`config.mk`:
```
export PLATFORM = sky130hd
export DESIGN_NAME = burst_addr_gen
export DESIGN_NICKNAME = d
export VERILOG_FILES = /design/src/rtl/bag_pkg.sv /design/src/rtl/bag_beat_ctr.sv /design/src/rtl/bag_base_reg.sv /design/src/rtl/bag_seq_map.sv /design/src/rtl/burst_addr_gen.sv
export SDC_FILE = /design/constraint.sdc
export NUM_CORES = 1
export LEC_CHECK = 0
export ABC_AREA = 1
export BUFFER_PORTS_ARGS = -buffer_cell sky130_fd_sc_hd__buf_2
export CORE_ASPECT_RATIO = 1.5
export CORE_UTILIZATION = 35
export DETAILED_ROUTE_END_ITERATION = 10
export PLACE_DENSITY = 0.72
export SYNTH_ARGS = -nofsm -noshare
export SYNTH_HDL_FRONTEND = slang
export SYNTH_HIERARCHICAL = 1
export SYNTH_SLANG_ARGS = --single-unit
```
`constraint.sdc`:
```
create_clock -name clk -period 2.8 [get_ports clk]
set_input_delay 0.14 -clock clk [delete_from_list [all_inputs] [get_ports clk]]
set_output_delay 0.14 -clock clk [all_outputs]
set_load 0.05 [all_outputs]
```
`src/rtl/bag_pkg.sv`:
```
package bag_pkg;

    typedef enum logic {
        ORD_LINEAR     = 1'b0,
        ORD_INTERLEAVE = 1'b1
    } order_e;

endpackage

```
`src/rtl/bag_beat_ctr.sv`:
```
module bag_beat_ctr #(
    parameter int CW = 2
) (
    input  logic          clk,
    input  logic          rst_n,
    input  logic          load_i,
    input  logic          adv_n_i,
    output logic [CW-1:0] beat_o,
    output logic          final_o
);

    localparam logic [CW-1:0] BEAT_LAST = '1;

    typedef struct packed {
        logic [CW-1:0] beat;
    } ctr_t;

    ctr_t st_d, st_q;

    always_comb begin
        st_d = st_q;
        if (load_i) begin
            st_d.beat = '0;
        end else if (!adv_n_i) begin
            st_d.beat = st_q.beat + 1'b1;
        end
    end

    always_ff @(posedge clk or negedge rst_n) begin
        if (!rst_n) st_q <= '0;
        else        st_q <= st_d;
    end

    assign beat_o  = st_q.beat;
    assign final_o = (st_q.beat == BEAT_LAST);

    AST_BEAT_STEP: assert property (@(posedge clk) disable iff (!rst_n)
        (!load_i && !adv_n_i) |=> (beat_o == $past(beat_o) + 1'b1));
    AST_BEAT_RESTART: assert property (@(posedge clk) disable iff (!rst_n)
        load_i |=> (beat_o == '0));

endmodule

```
`src/rtl/bag_base_reg.sv`:
```
module bag_base_reg #(
    parameter int AW = 18,
    parameter int CW = 2
) (
    input  logic          clk,
    input  logic          rst_n,
    input  logic          load_i,
    input  logic [AW-1:0] addr_i,
    output logic [AW-CW-1:0] upper_o,
    output logic [CW-1:0] ofs_o
);

    typedef struct packed {
        logic [AW-CW-1:0] upper;
        logic [CW-1:0]    ofs;
    } base_t;

    base_t st_d, st_q;

    always_comb begin
        st_d = st_q;
        if (load_i) begin
            st_d.upper = addr_i[AW-1:CW];
            st_d.ofs   = addr_i[CW-1:0];
        end
    end

    always_ff @(posedge clk or negedge rst_n) begin
        if (!rst_n) st_q <= '0;
        else        st_q <= st_d;
    end

    assign upper_o = st_q.upper;
    assign ofs_o   = st_q.ofs;

    AST_BASE_HELD: assert property (@(posedge clk) disable iff (!rst_n)
        !load_i |=> ($stable(upper_o) && $stable(ofs_o)));

endmodule

```
`src/rtl/bag_seq_map.sv`:
```
module bag_seq_map #(
    parameter int CW = 2
) (
    input  bag_pkg::order_e order_i,
    input  logic [CW-1:0]   ofs_i,
    input  logic [CW-1:0]   beat_i,
    output logic [CW-1:0]   low_o
);

    logic [CW-1:0] lin_w;
    logic [CW-1:0] ilv_w;

    genvar b;
    generate
        for (b = 0; b < CW; b++) begin : g_ilv
            assign ilv_w[b] = ofs_i[b] ^ beat_i[b];
        end
    endgenerate

    assign lin_w = ofs_i + beat_i;

    always_comb begin
        case (order_i)
            bag_pkg::ORD_INTERLEAVE: low_o = ilv_w;
            default:                 low_o = lin_w;
        endcase
    end

endmodule

```
`src/rtl/burst_addr_gen.sv`:
```
module burst_addr_gen #(
    parameter int ADDR_W    = 18,
    parameter int BURST_LEN = 4
) (
    input  logic              clk,
    input  logic              rst_n,
    input  logic              order_i,
    input  logic              load_i,
    input  logic              adv_n_i,
    input  logic [ADDR_W-1:0] addr_i,
    output logic [ADDR_W-1:0] addr_o,
    output logic              last_o
);

    localparam int CW = $clog2(BURST_LEN);
    localparam int UW = ADDR_W - CW;

    logic [UW-1:0] upper_w;
    logic [CW-1:0] ofs_w;
    logic [CW-1:0] beat_w;
    logic [CW-1:0] low_w;
    bag_pkg::order_e order_w;

    assign order_w = bag_pkg::order_e'(order_i);

    bag_base_reg #(.AW(ADDR_W), .CW(CW)) u_base (
        .clk     (clk),
        .rst_n   (rst_n),
        .load_i  (load_i),
        .addr_i  (addr_i),
        .upper_o (upper_w),
        .ofs_o   (ofs_w)
    );

    bag_beat_ctr #(.CW(CW)) u_ctr (
        .clk     (clk),
        .rst_n   (rst_n),
        .load_i  (load_i),
        .adv_n_i (adv_n_i),
        .beat_o  (beat_w),
        .final_o (last_o)
    );

    bag_seq_map #(.CW(CW)) u_map (
        .order_i (order_w),
        .ofs_i   (ofs_w),
        .beat_i  (beat_w),
        .low_o   (low_w)
    );

    assign addr_o = {upper_w, low_w};

    AST_LOAD_START: assert property (@(posedge clk) disable iff (!rst_n)
        load_i |=> (addr_o == $past(addr_i)));
    AST_LOAD_NOT_LAST: assert property (@(posedge clk) disable iff (!rst_n)
        load_i |=> !last_o);
    AST_UPPER_FIXED: assert property (@(posedge clk) disable iff (!rst_n)
        !load_i |=> $stable(addr_o[ADDR_W-1:CW]));
    AST_HOLD: assert property (@(posedge clk) disable iff (!rst_n)
        (!load_i && adv_n_i) |=> ($stable(addr_o) || !$stable(order_i)));
    AST_LIN_STEP: assert property (@(posedge clk) disable iff (!rst_n)
        (!load_i && !adv_n_i && !order_i) |=>
        (order_i || addr_o[CW-1:0] == $past(addr_o[CW-1:0]) + 1'b1));
    AST_LAST_WRAP: assert property (@(posedge clk) disable iff (!rst_n)
        (last_o && !load_i && !adv_n_i) |=> !last_o);

endmodule

```
* Word-level counts from Yosys, hierarchy flattened
Index checks and enable logic that the tools add are counted.
Operators by class: add/sub/neg operators 2, multiply operators 0, divide/modulo/power cells 0, order comparisons 0, eq/ne operators 2, shifts and indexed selects 0, muxes and demuxes 3, bitwise gates (word level) 2, reductions and logical operators 0
Operators with widths (count):
- $mux 2 | 3
- $add 2x1->2 const B | 1
- $add 2x2->2 | 1
- $eq 2x2->1 const B | 1
- $ne 2x2->1 const B | 1
- $xor 1x1->1 | 2
Word-level totals: register bits 20, bits in latches 0, bits in writable memories 0, ROM bits 0, input port bits 23, output and inout port bits 19, word-level logic and storage cells 12, memories 0

* Depth between registers and ports, before layout
Gate-level depths: netlist of the first run.
depth after elaboration 3, depth in mapped cells 6, mapped depth without buffers 6

* Cells and area by module
The synthesis of the first run kept the hierarchy.
Modules (own cells, without submodules):
- bag_base_reg | times used 1, cells each 76, area an instance 710.7 µm², seq. area each 450.4 µm²
- bag_beat_ctr | times used 1, cells each 12, area an instance 101.3 µm², seq. area each 50.0 µm²
- bag_seq_map | times used 1, cells each 15, area an instance 67.6 µm², seq. area each 0.0 µm²

* Worst setup path before layout of the first run
No wires, ideal clock.
path type register to output, from register u_ctr.st_q, in the netlist u_ctr/beat_o[0], to output port addr_o[1], arrival time 1.054 ns, data required time 2.660 ns, path slack 1.606 ns, cell stages (with the launch flop) 7, path buffers 0, cell sequence dfrtp_1 -> ha_1 -> inv_1 -> nor2_1 -> nand3_1 -> nand2_1 -> inv_1
On the way: longest elaborated chain between the ends 2
RTL lines:
- from (decl) | line bag_beat_ctr.sv:18 | ctr_t st_d, st_q;
- from (signal assigned) | line bag_beat_ctr.sv:31 | else st_q <= st_d;
- $add 2x2->2 | line bag_seq_map.sv:20 | assign lin_w = ofs_i + beat_i;
- $mux 2 | line bag_seq_map.sv:23 | case (order_i)
- to (decl) | line burst_addr_gen.sv:11 | output logic [ADDR_W-1:0] addr_o,
No other way between the ends.

* Worst setup path after layout of the first run
Same ends and word-level chain as after synthesis.

==> results.txt, run 1 <==
* Placer's final routability congestion estimate: between 0.7 and 0.8
- Global routing used about 14% of the available tracks.
- The Yosys step of the flow raised 6 warnings.
* Via count of the first global-routing pass: approximately 720
* Portion of the clock cycle consumed by the worst path in the final layout: a little under three fifths
- TritonCTS clock tree: built
- Max Cap Violations: 0
- In the routed layout, each cell is associated on average with a via count of roughly 4.6.
* Sum of negative setup slack: 0 ns
- Area of the core region: between 2000 and 2500 sq um
- Clock-pin slew was measured on the worst setup and hold paths at about 0.11 ns.
* Nets in the synthesized netlist: ~130
* Slew @ Worst Pin: 0.430 ns
- Maximum fanout along the worst path: 4
- Type of the tightest min-delay check: input port to flip-flop
* Clock tree sinks: 20
* RSZ-0062 raised after global routing: false
- P&R area growth vs syn: 29.9%
- In this run the static leakage power is 0.697 nW.
- Total wirelength of the detailed-routed design: ~1.7 mm
- In this run the number of H-tree levels came out at 1.
- Counting I/O delays and the setup requirement, the final critical path takes approximately 1.6 ns.
- Based on the critical path, the design can be clocked at up to between 0.6 and 0.7 GHz.
- The number of gates resized after CTS was 0.
- Summed over all layers, the global routing overflow is 0.
- The detail route stage leaves a number of antenna-violating nets equal to 0.
- In this run the mean area of a mapped cell was approximately 8.5 sq um.
- Across all layers, the routed design uses 774 vias.
- Most common cell after layout, fill and taps aside: nand2_1
* Sequential cell area fraction in the yosys report: between 50% and 60%
* Global-route wire length before repair: between 2 and 3 mm
- Post-Synthesis Cells: ~100
- Number of different library cells in the post-synthesis netlist: 11
- Initial cell density of the core: roughly two fifths
- Summed instance area of the synthesized netlist: between 800 and 900 sq um
- STA puts the critical path data required time at 2.66 ns.
- The floorplan step set the die height to about 63 microns.
* Area contributors post-synth: dfrtp_1 57%, nand2_1 24%, nand2_2 3.6%, nand3_1 3.4%, inv_1 3.4%
- After layout, the design draws a total of ~0.00075 W.
- Total die area: between 2000 and 3000 sq um
- The run finished with clean final reports.
- Measured along the x axis, the die boundary spans ~43 microns.
* DRC marker count from the first detailed-route iteration: 9
- Count of state elements after synthesis: 20
- Number of buffers inserted during clock tree synthesis: 3
* IR drop worst, VDD: a little under 0.0004 V
- Maximum buffer depth of the clock tree: 2
- In this run the count of I/O pins placed on the die edge is 42.
* Worst setup slack after placement: between 1.5 and 2 ns
- Worst Setup Start Kind: flip-flop
- Clock insertion delay at the later pin of the skew report: about 0.29 ns
* Routed WL per cell: roughly 10 microns
* Number of endpoints failing setup at the final stage: 0
- Library cell used as clock root buffer: clkbuf_4
- Number of buffers inserted by post-CTS setup repair: 0
- Share of cells above drive strength 1: 34.9%
* Cell taking the most area after synthesis: dfrtp_1
* Commonest cells after routing, fill and taps aside: 57 x nand2_1, 41 x buf_2, 20 x dfrtp_1, 8 x inv_1, 6 x nand3_1
* Post-DP HPWL: ~1.3 mm
* Pin count of the biggest net entering global routing: 21
- Setup slack closes at around 1.2 ns.
- Pins over their slew limit: 0
* Total iterations of the first detailed-routing run: 3
- Measured on the finished design, the core utilization comes to between 40 and 50%.
- Number of failing hold endpoints at the final stage: 0
- Ant. Diodes: 0
- In the final design database the tool counted roughly 170 nets.
* Number of instances in the placed design: approximately 160
- Worst slew margin relative to its limit: between 70% and 80%
- Element type at the critical path end: primary output
- The count of cells in the finished layout, fillers not included, comes to between 150 and 200.
- The critical path is of the flip-flop to primary output type.
- The number of antenna violations at the first check in global routing was 0.
- Setup skew after layout: approximately 0.0037 ns
* Port-buffer cells: 41
* Power density of the placed cells: 654 nW/um^2
- For this run, design rule violations remaining after detail routing come to 0.
* Synth top area share: roughly 57%
- For the worst setup path, the data arrival time is between 1 and 1.5 ns.
* Number of cell rows: 21
cell type report:
cell class | count | area [sq um]
Sequential cell | 20 | 500
Clock inverter | 1 | 30.0
Inverter | 9 | 41.3
Timing Repair Buffer | 42 | 215
Tap cell | 23 | 28.8
Multi-Input combinational cell | 71 | 304
Clock buffer | 3 | 22.5
Fill cell | 235 | 1170
power by group:
group | internal, W | total (W) | switching, W
clock | 0.000145 | 0.000230 | 0.0000852
sequential | 0.000314 | 0.000330 | 0.0000162
combinational | 0.0000469 | 0.000187 | 0.000140
total | 0.000505 | 0.000747 | 0.000242
sequential cells by signal (all words and copies together), names as in the netlist:
name / count
u_base/ofs_o: 2
u_ctr/beat_o: 2
u_base/upper_o: 16
worst max-delay path, cell delays in order, from the launching register on:
cell     delay, ns
dfrtp_1       0.43
ha_1          0.21
inv_1         0.05
nor2_1        0.04
nand3_1       0.06
nand2_1       0.05
inv_1         0.04
buf_2         0.25
path summary, 6_finish.rpt:
kind	start	end	slack, ns	depth (start not counted)
max	u_ctr/beat_o[0]	addr_o[1]	1.24	7
min	addr_i[0]	u_base/ofs_o[0]	0.04	3
max reg2reg	u_ctr/beat_o[0]	u_ctr/beat_o[1]	1.83	3
min reg2reg	u_base/upper_o[0]	u_base/upper_o[0]	0.48	2
max in group asynchronous	rst_n	u_base/ofs_o[0]	2.20	2
min in group asynchronous	rst_n	u_base/upper_o[12]	0.29	2
synth_stat cells:
cell type,instances
nor2_1,1
dfrtp_1,20
inv_8,1
ha_1,2
nand3_1,6
buf_8,1
nand2_1,57
buf_6,1
buf_4,1
nand2_2,5
inv_1,8
logic make-up (layout without fill, tap and decap cells):
kind of cell	Yosys count	after routing	share of synthesized area, %
and+or+nand+nor	69	69	31.7
DFF	20	20	56.9
buffers and inverters	12	55	8.53
adders and majority gates	2	2	2.84
metrics by stage:
| stage | cell area [sq um] | hold WS [ns] |
|---|---|---|
| 2_1_floorplan | 880 | -0.156 |
| 3_3_place_gp | 1080 | 0.0993 |
| 3_5_place_dp | 1080 | 0.107 |
| 6_report | 1140 | 0.0359 |
| 5_1_grt | 1140 | 0.0238 |
| 4_1_cts | 1140 | 0.0245 |
routing by layer:
layer  share of wire (%)  track usage, %
met5                   0               0
met4                0.94            7.95
met3                 5.9            3.44
met2                  53            23.9
met1                  40            16.2
repair_timing:
item,in CTS,in global routing
setup endpoints to repair,0,0
hold buffers,1,0
hold endpoints to repair,20,0
No activity file was read; power rests on OpenSTA's default activity.
==> inputs of run 2 (changes only) <==
- clock period: 2.8 -> 1.52 ns (I/O delays scaled with it)
==> run 2 against run 1 <==
Net effect: global-route usage up 2.7 points; clock skew rose by 0.0017 ns; worst hold slack improved by 0.021 ns; highest routed layer unchanged; largest cell class unchanged; wire length increased by 20%; largest power group unchanged; critical endpoint unchanged; via count grew 12%; sequential share of layout area is 6.5 points lower; critical path type unchanged; critical path depth unchanged; register-to-register slack got worse by 1.4 ns.
==> results.txt, run 2 (synthesis results as in run 1) <==
- Setup skew after layout: 0.00537 ns (+0.00170 ns)
- Worst hold margin: 0.0567 ns (+0.0208 ns)
- The internal cell power was 0.000969 W (+92%).
- Number of instances in the placed design: 164 (unchanged)
- Placer's final routability congestion estimate: 0.767 (unchanged)
- Maximum buffer depth of the clock tree: 2 (unchanged)
- The path class of the tightest hold or removal check is input port to flip-flop.
* Reg power frac: 42.6% (-1.6 points)
- Post-DP HPWL: 1.31 mm (unchanged)
- The switching part of the total power is 32.1% (-0.31 points).
- The data required time at the worst endpoint is 1.44 ns (-1.22 ns).
* Min-Delay Endpoint: u_ctr/beat_o[0]
- Vertical extent of the die: 63.4 microns (unchanged)
- Max Cap Violations: 0 (unchanged)
* Pins over their slew limit: 0 (unchanged)
- The number of setup violations in the final report came to 0 (unchanged).
- The switching component of the power is 0.000457 W (+89%).
* Portion of the clock cycle consumed by the worst path in the final layout: about 94%
* Number of DRC violations after detailed routing: 0 (unchanged)
- The number of sinks driven by the clock tree came to 20 (unchanged).
- The die extent in x was 42.9 microns (unchanged).
- Share of cells above drive strength 1: 31.9% (-3.0 points)
* Area of the core region: 2310 sq um (unchanged)
- The area growth from synthesis to layout is 52.3%.
- TritonCTS clock tree: built
* Achievable Freq: between 0.7 and 0.8 GHz
- Element type at the critical path end: primary output
- Ant. Diodes: 0 (unchanged)
- Startpoint of the most critical register-to-register path: u_ctr/beat_o[0]
- Worst reg2reg setup slack: 0.46 ns (-1.37 ns)
- The library cells used most frequently in the layout, excluding fill and tap cells, are 57 x nand2_1, 40 x buf_2, 20 x dfrtp_1, 19 x dlygate4sd3_1, 8 x inv_1.
- Global-route wire length before repair: 3.53 mm (+19%)
- Vias per std cell: 4.58 (about the same)
- Final cell count without fillers: 189 (+12%)
- Port-buffer cells: 41 (unchanged)
* Most common cell after layout, fill and taps aside: nand2_1
- The average detailed-routed wire length per instance is 10.8 microns (+7.3%).
- The number of standard-cell rows in the floorplan was 21 (unchanged).
* Library cell used as clock root buffer: clkbuf_4
- Leak: 0.783 nW (+12%)
- Clock insertion delay at the later pin of the skew report: 0.29 ns (about the same)
- The flow ran to the end, and the final reports show no timing, DRC or antenna violations.
* Remaining Overflow, GRT: 0 (unchanged)
- DRC marker count from the first detailed-route iteration: 9 (unchanged)
- The number of top-level design ports is 42 (unchanged).
- The worst-margin pin slew came to 0.430 ns (+0.000166 ns).
- Via count of the first global-routing pass: 852 (+18%)
- The worst setup path is launched from a flip-flop.
- Worst flop-to-flop path endpoint: u_ctr/beat_o[1]
- The effective utilization at floorplan was 38.0% (unchanged).
- The net count reported at finish is 192 (+12%).
* Number of failing hold endpoints at the final stage: 0 (unchanged)
- The count of antenna-violating nets left after detailed routing came to 0 (unchanged).
- # fillers: 208 (-11%)
* Arrival time worst endpoint: 1.35 ns (-0.07 ns)
- The power per cell area came to 1060 nW/um^2 (+63%).
* Number of buffers inserted during clock tree synthesis: 3 (unchanged)
- The register clock-pin slew on the reported worst setup and hold paths came to 0.11 ns (about the same).
- The H-tree level count is 1 (unchanged).
- The fraction of power consumed by combinational cells was 27.8% (+2.7 points).
- Total die area: 2720 sq um (unchanged)
* Minimum clock period: around 1.4 ns
* Proportion of power drawn by the clock network: 29.7% (-1.1 points)
- The total global-route track usage came to 17.0% (+2.7 points).
* Via count: 866 (+12%)
* Total iterations of the first detailed-routing run: 4 (+1)
* Number of flip-flops in the largest register: 16 (unchanged)
* Number of cells on the worst hold path: 3 (unchanged)
- Sum of negative setup slack: 0 ns (unchanged)
- The relative slew slack was 71.3% (about the same).
* Total wirelength of the detailed-routed design: 2.03 mm (+20%)
- IR drop worst, VDD: 0.000691 V (+74%)
- Pin count of the biggest net entering global routing: 21 (unchanged)
- The critical path in this run is classified as flip-flop to primary output.
- Hold_sp: adv_n_i
- The number of antenna violations at the first check in global routing is 0 (unchanged).
- The critical-path maximum fanout was 2 (-2).
* RSZ-0062 raised after global routing: false
- The worst-case reg-to-reg path depth was 4 (+1).
[run 2: changes by cell type in the layout (fill, tap and decap cells not counted)]
cell,before,now
buf_4,0,3
dlygate4sd3_1,1,19
buf_2,41,40
[run 2: worst max-delay path by stage]
stage	slack, ns	endpoint	start	depth (start not counted)
detailed placement	0.35	addr_o[1]	u_ctr/beat_o[0]	7
finish	0.1	addr_o[1]	u_base/ofs_o[0]	7
CTS	0.06	addr_o[1]	u_ctr/beat_o[0]	7
global route	0.006	addr_o[1]	u_base/ofs_o[0]	7
global placement	0.40	addr_o[1]	u_ctr/beat_o[0]	7
floorplan	0.39	addr_o[1]	u_ctr/beat_o[0]	6
[run 2: area by class of cell]
class	count	area (sq um)	area share, %
Multi-Input combinational cell	71	304	22.7
Sequential cell	20	500	37.3
Timing Repair Buffer	62	413	30.8
Tap cell	23	28.8	2.15
Clock inverter	1	30.0	2.24
Inverter	9	41.3	3.08
Clock buffer	3	22.5	1.68
[run 2: power groups by stage]
stage | Combinational, W | Sequential, W | Clock (W)
after floorplan | 0.000122 | 0.000751 | 0
after global placement | 0.000343 | 0.000616 | 0
after detailed placement | 0.000348 | 0.000619 | 0
after CTS | 0.000388 | 0.000609 | 0.000439
after global routing | 0.000426 | 0.000613 | 0.000469
final | 0.000396 | 0.000607 | 0.000423
[run 2: through the flow]
step	total power, W	cell area (sq um)	setup slack (ns)	utilization [%]
2_1_floorplan	0.000873	880	0.390	-
3_3_place_gp	0.000959	1080	0.403	46.7
3_5_place_dp	0.000967	1080	0.352	46.7
4_1_cts	0.00144	1330	0.0574	57.3
5_1_grt	0.00151	1340	0.00639	58.0
6_report	0.00143	1340	0.0956	58.0
[run 2: worst max-delay path, stage by stage (launching register included)]
cell,delay [ns]
dfrtp_1,0.40
ha_1,0.21
inv_1,0.06
nor2_1,0.04
nand3_1,0.06
nand2_1,0.05
inv_1,0.05
buf_4,0.18
[run 2: what timing repair did]
item,4_1_cts,5_1_grt
hold endpoints to repair,38,0
buffers inserted,0,2
gates resized for setup,1,0
endpoints found under the setup margin,1,1
pin swaps,0,0
hold buffers,19,0
[run 2: per-layer routing]
layer  part of all wire [%]  global-route usage, %
met5                      0                      0
met2                     54                   29.9
met1                     40                   19.0
met3                    5.3                   3.15
met4                   0.84                   7.95
==> inputs of run 3 (changes only) <==
- BUFFER_PORTS_ARGS: -buffer_cell sky130_fd_sc_hd__buf_2 -> not set
- CORE_ASPECT_RATIO: 1.5 -> not set
- DONT_BUFFER_PORTS: not set -> 1
- PLACE_DENSITY: 0.72 -> 0.58
==> run 3 against run 2 <==
Net effect: utilization shrank 8.1 points; sequential share of layout area grew 6.4 points; highest routed layer unchanged; first-iteration DRC count shrank 56%; critical path depth shrank 2; global-route usage shrank 1.2 points; die area shrank 0.15%; worst hold slack gained 0.28 ns; fmax shrank 2.9%; count of clock-buffer cells in the layout is the same; clock skew shrank 0.0053 ns; register-to-register slack lost 0.03 ns.
==> results.txt, run 3 (synthesis results as in run 1) <==
- The worst-case reg-to-reg path depth is 4 (unchanged).
- The number of top-level design ports was 42 (unchanged).
- The clock network power share came to 20.2% (-9.5 points).
- Vertical extent of the die: 52.1 microns (-18%)
- The relative slew slack was 41.3% (-30 points).
- The proportion of layout cells with a drive suffix above 1 is 10.2% (-22 points).
* Number of DRC violations after detailed routing: 0 (unchanged)
- The maximum number of pins on one net before global-route repair came to 21 (unchanged).
- The total of buffers placed on input and output ports is 0 (-100%).
- The met1 global-route usage came to 16.1% (-2.9 points).
- Pins over their slew limit: 0 (unchanged)
- The number of sinks driven by the clock tree is 20 (unchanged).
- Leak: 0.604 nW (-23%)
- Ant. Diodes: 0 (unchanged)
- The count of antenna-violating nets left after detailed routing was 0 (unchanged).
- Commonest cells after routing, fill and taps aside: 56 x nand2_1, 22 x dlygate4sd3_1, 20 x dfrtp_1, 7 x inv_1
- The fraction of power consumed by sequential logic came to 63.1% (+21 points).
- The fraction of power consumed by combinational cells is 16.7% (-11 points).
- Number of buffers inserted during clock tree synthesis: 3 (unchanged)
- The global-route wire length before repair was 3.06 mm (-13%).
- Leaving out fill and tap cells, the most frequent cell in the layout is nand2_1.
- The DRC violation total after the first TritonRoute iteration was 4 (-5).
* Total wirelength of the detailed-routed design: 1.90 mm (-6.7%)
- The final setup skew was 0.0000342 ns (-0.00534 ns).
- Startpoint of the most critical register-to-register path: u_ctr/beat_o[0]
- Achievable Freq: 0.682 GHz (-2.9%)
- STA classifies the critical path startpoint as a flip-flop.
- Maximum fanout along the worst path: 2 (unchanged)
* Placed Instance Area: 881 sq um (-18%)
- The maximum count of clock buffers along a single path came to 2 (unchanged).
- The switching part of the total power is 36.8% (+4.7 points).
- The net count reported at finish was 154 (-20%).
- P&R area growth vs syn: 30.2%
- The fraction of met3 tracks used by global routing came to 3.80% (+0.65 points).
- TritonCTS built the clock tree.
- Number of failing hold endpoints at the final stage: 0 (unchanged)
* GRT Resource Usage Total: 15.8% (-1.2 points)
* Number of cell rows: 17 (-19%)
- Die X-Extent: 52.1 microns (+21%)
- Number of antenna violations at the first check in global routing: 0 (unchanged)
* Final worst setup slack: 0.0531 ns (-0.0424 ns)
- Type of the tightest min-delay check: input port to async pin
- The tree is rooted in a clkbuf_4.
- The layer flagged by global routing as most heavily used is met2.
* Power density of the placed cells: 1040 nW/um^2 (-2.7%)
- Placer's final routability congestion estimate: 0.566 (-26%)
- The final clock period utilization by the worst path is 96.5% (+2.8 points).
- Setup repair after global routing could not meet its margin everywhere.
- The routed via count was 715 (-17%).
* # fillers: 224 (+7.7%)
- The effective utilization at floorplan came to 38.3% (+0.25 points).
- Sum of negative setup slack: 0 ns (unchanged)
* Element type at the critical path end: primary output
* Total iterations of the first detailed-routing run: 2 (-2)
- Routed WL per cell: 12.2 microns (+14%)
- The data required time at the worst endpoint is 1.44 ns (about the same).
* Area of the core region: 2300 sq um (-0.65%)
* Worst setup slack after placement: 0.328 ns (-0.0240 ns)
* Minimum clock period: 1.47 ns (+0.0424 ns)
* Type of the worst setup path: flip-flop to primary output
- Clock transition at the register clock pins on the worst setup and hold paths after CTS: 0.11 ns (about the same)
* Number of flip-flops in the largest register: 16 (unchanged)
- The number of setup violations in the final report is 0 (unchanged).
* Status: completed
- The die area is 2720 sq um (-0.15%).
* Slew @ Worst Pin: 0.878 ns (+0.448 ns)
* Via count of the first global-routing pass: 712 (-16%)
- Worst flop-to-flop path endpoint: u_ctr/beat_o[1]
- Global-route track usage on met2: 30.1% (+0.20 points)
* IR drop worst, VDD: 0.000594 V (-14%)
- H-tree Lvls: 1 (unchanged)
* Remaining Overflow, GRT: 0 (unchanged)
- The max-cap violation count came to 0 (unchanged).
* Post-route cell area: 1140 sq um (-15%)
- Worst reg2reg setup slack: 0.43 ns (-0.03 ns)
- The internal cell power is 0.000750 W (-23%).
* Clock insertion delay at the later pin of the skew report: 0.29 ns (about the same)
- The half-perimeter wire length after placement came to 1.17 mm (-11%).
- The switching component of the power is 0.000436 W (-4.7%).
* Arrival time worst endpoint: 1.39 ns (+0.04 ns)
- The ratio of routed vias to standard cells was 4.61 (+0.67%).
[run 3: cell count changes in the layout (fill, tap and decap cells not counted), sizes merged]
| cell | before | now |
|---|---|---|
| buf | 43 | 2 |
| dlygate4sd3 | 19 | 22 |
| bufinv | 1 | 0 |
| clkinvlp | 0 | 1 |
| inv | 9 | 8 |
[run 3: metal layers]
layer	vias to the layer above	wire, microns
met1	332	742
li1	358	-
met2	23	1040
met5	-	0
met3	2	98
met4	0	14
[run 3: metrics by stage]
step	std cells	hold slack (ns)	power, W	util (%)
3_5_place_dp	128	-0.219	0.000882	38.3
4_1_cts	154	0.370	0.00120	49.4
6_report	155	0.340	0.00119	49.8
5_1_grt	155	0.409	0.00125	49.8
3_3_place_gp	128	-0.219	0.000875	38.3
2_1_floorplan	103	-0.220	0.000873	-
[run 3: how the worst max path moves through the flow]
stage,start,to
6_report,u_base/ofs_o[0],addr_o[1]
3_3_place_gp,u_ctr/beat_o[0],addr_o[1]
5_1_grt,u_base/ofs_o[0],addr_o[1]
3_5_place_dp,u_ctr/beat_o[0],addr_o[1]
4_1_cts,u_base/ofs_o[0],addr_o[1]
2_1_floorplan,u_ctr/beat_o[0],addr_o[1]
[run 3: what timing repair did]
action / 4_1_cts / 5_1_grt
buffers inserted: 1 / 1
hold buffers: 22 / 0
gates resized for setup: 1 / 1
endpoints found under the setup margin: 1 / 1
gates cloned: 0 / 0
endpoints found under the hold margin: 40 / 0
pin swaps: 0 / 0
[run 3: worst max-delay path, stage by stage (launching register included)]
cell	delay [ns]
dfrtp_1	0.41
ha_1	0.21
nand2_1	0.07
nand3_1	0.09
nand2_2	0.09
clkinvlp_4	0.23
[run 3: area by class of cell]
cell class | count | area (sq um) | area share [%]
Clock buffer | 3 | 22.5 | 1.97
Inverter | 9 | 45.0 | 3.93
Multi-Input combinational cell | 71 | 307 | 26.8
Sequential cell | 20 | 500 | 43.7
Tap cell | 28 | 35.0 | 3.06
Timing Repair Buffer | 24 | 235 | 20.5
[run 3: power by group through the flow]
stage	Combinational [W]	Clock (W)	Sequential (W)
finish	0.000198	0.000239	0.000748
global route	0.000219	0.000276	0.000756
CTS	0.000193	0.000256	0.000750
detailed placement	0.000121	0	0.000761
global placement	0.000116	0	0.000760
floorplan	0.000122	0	0.000751
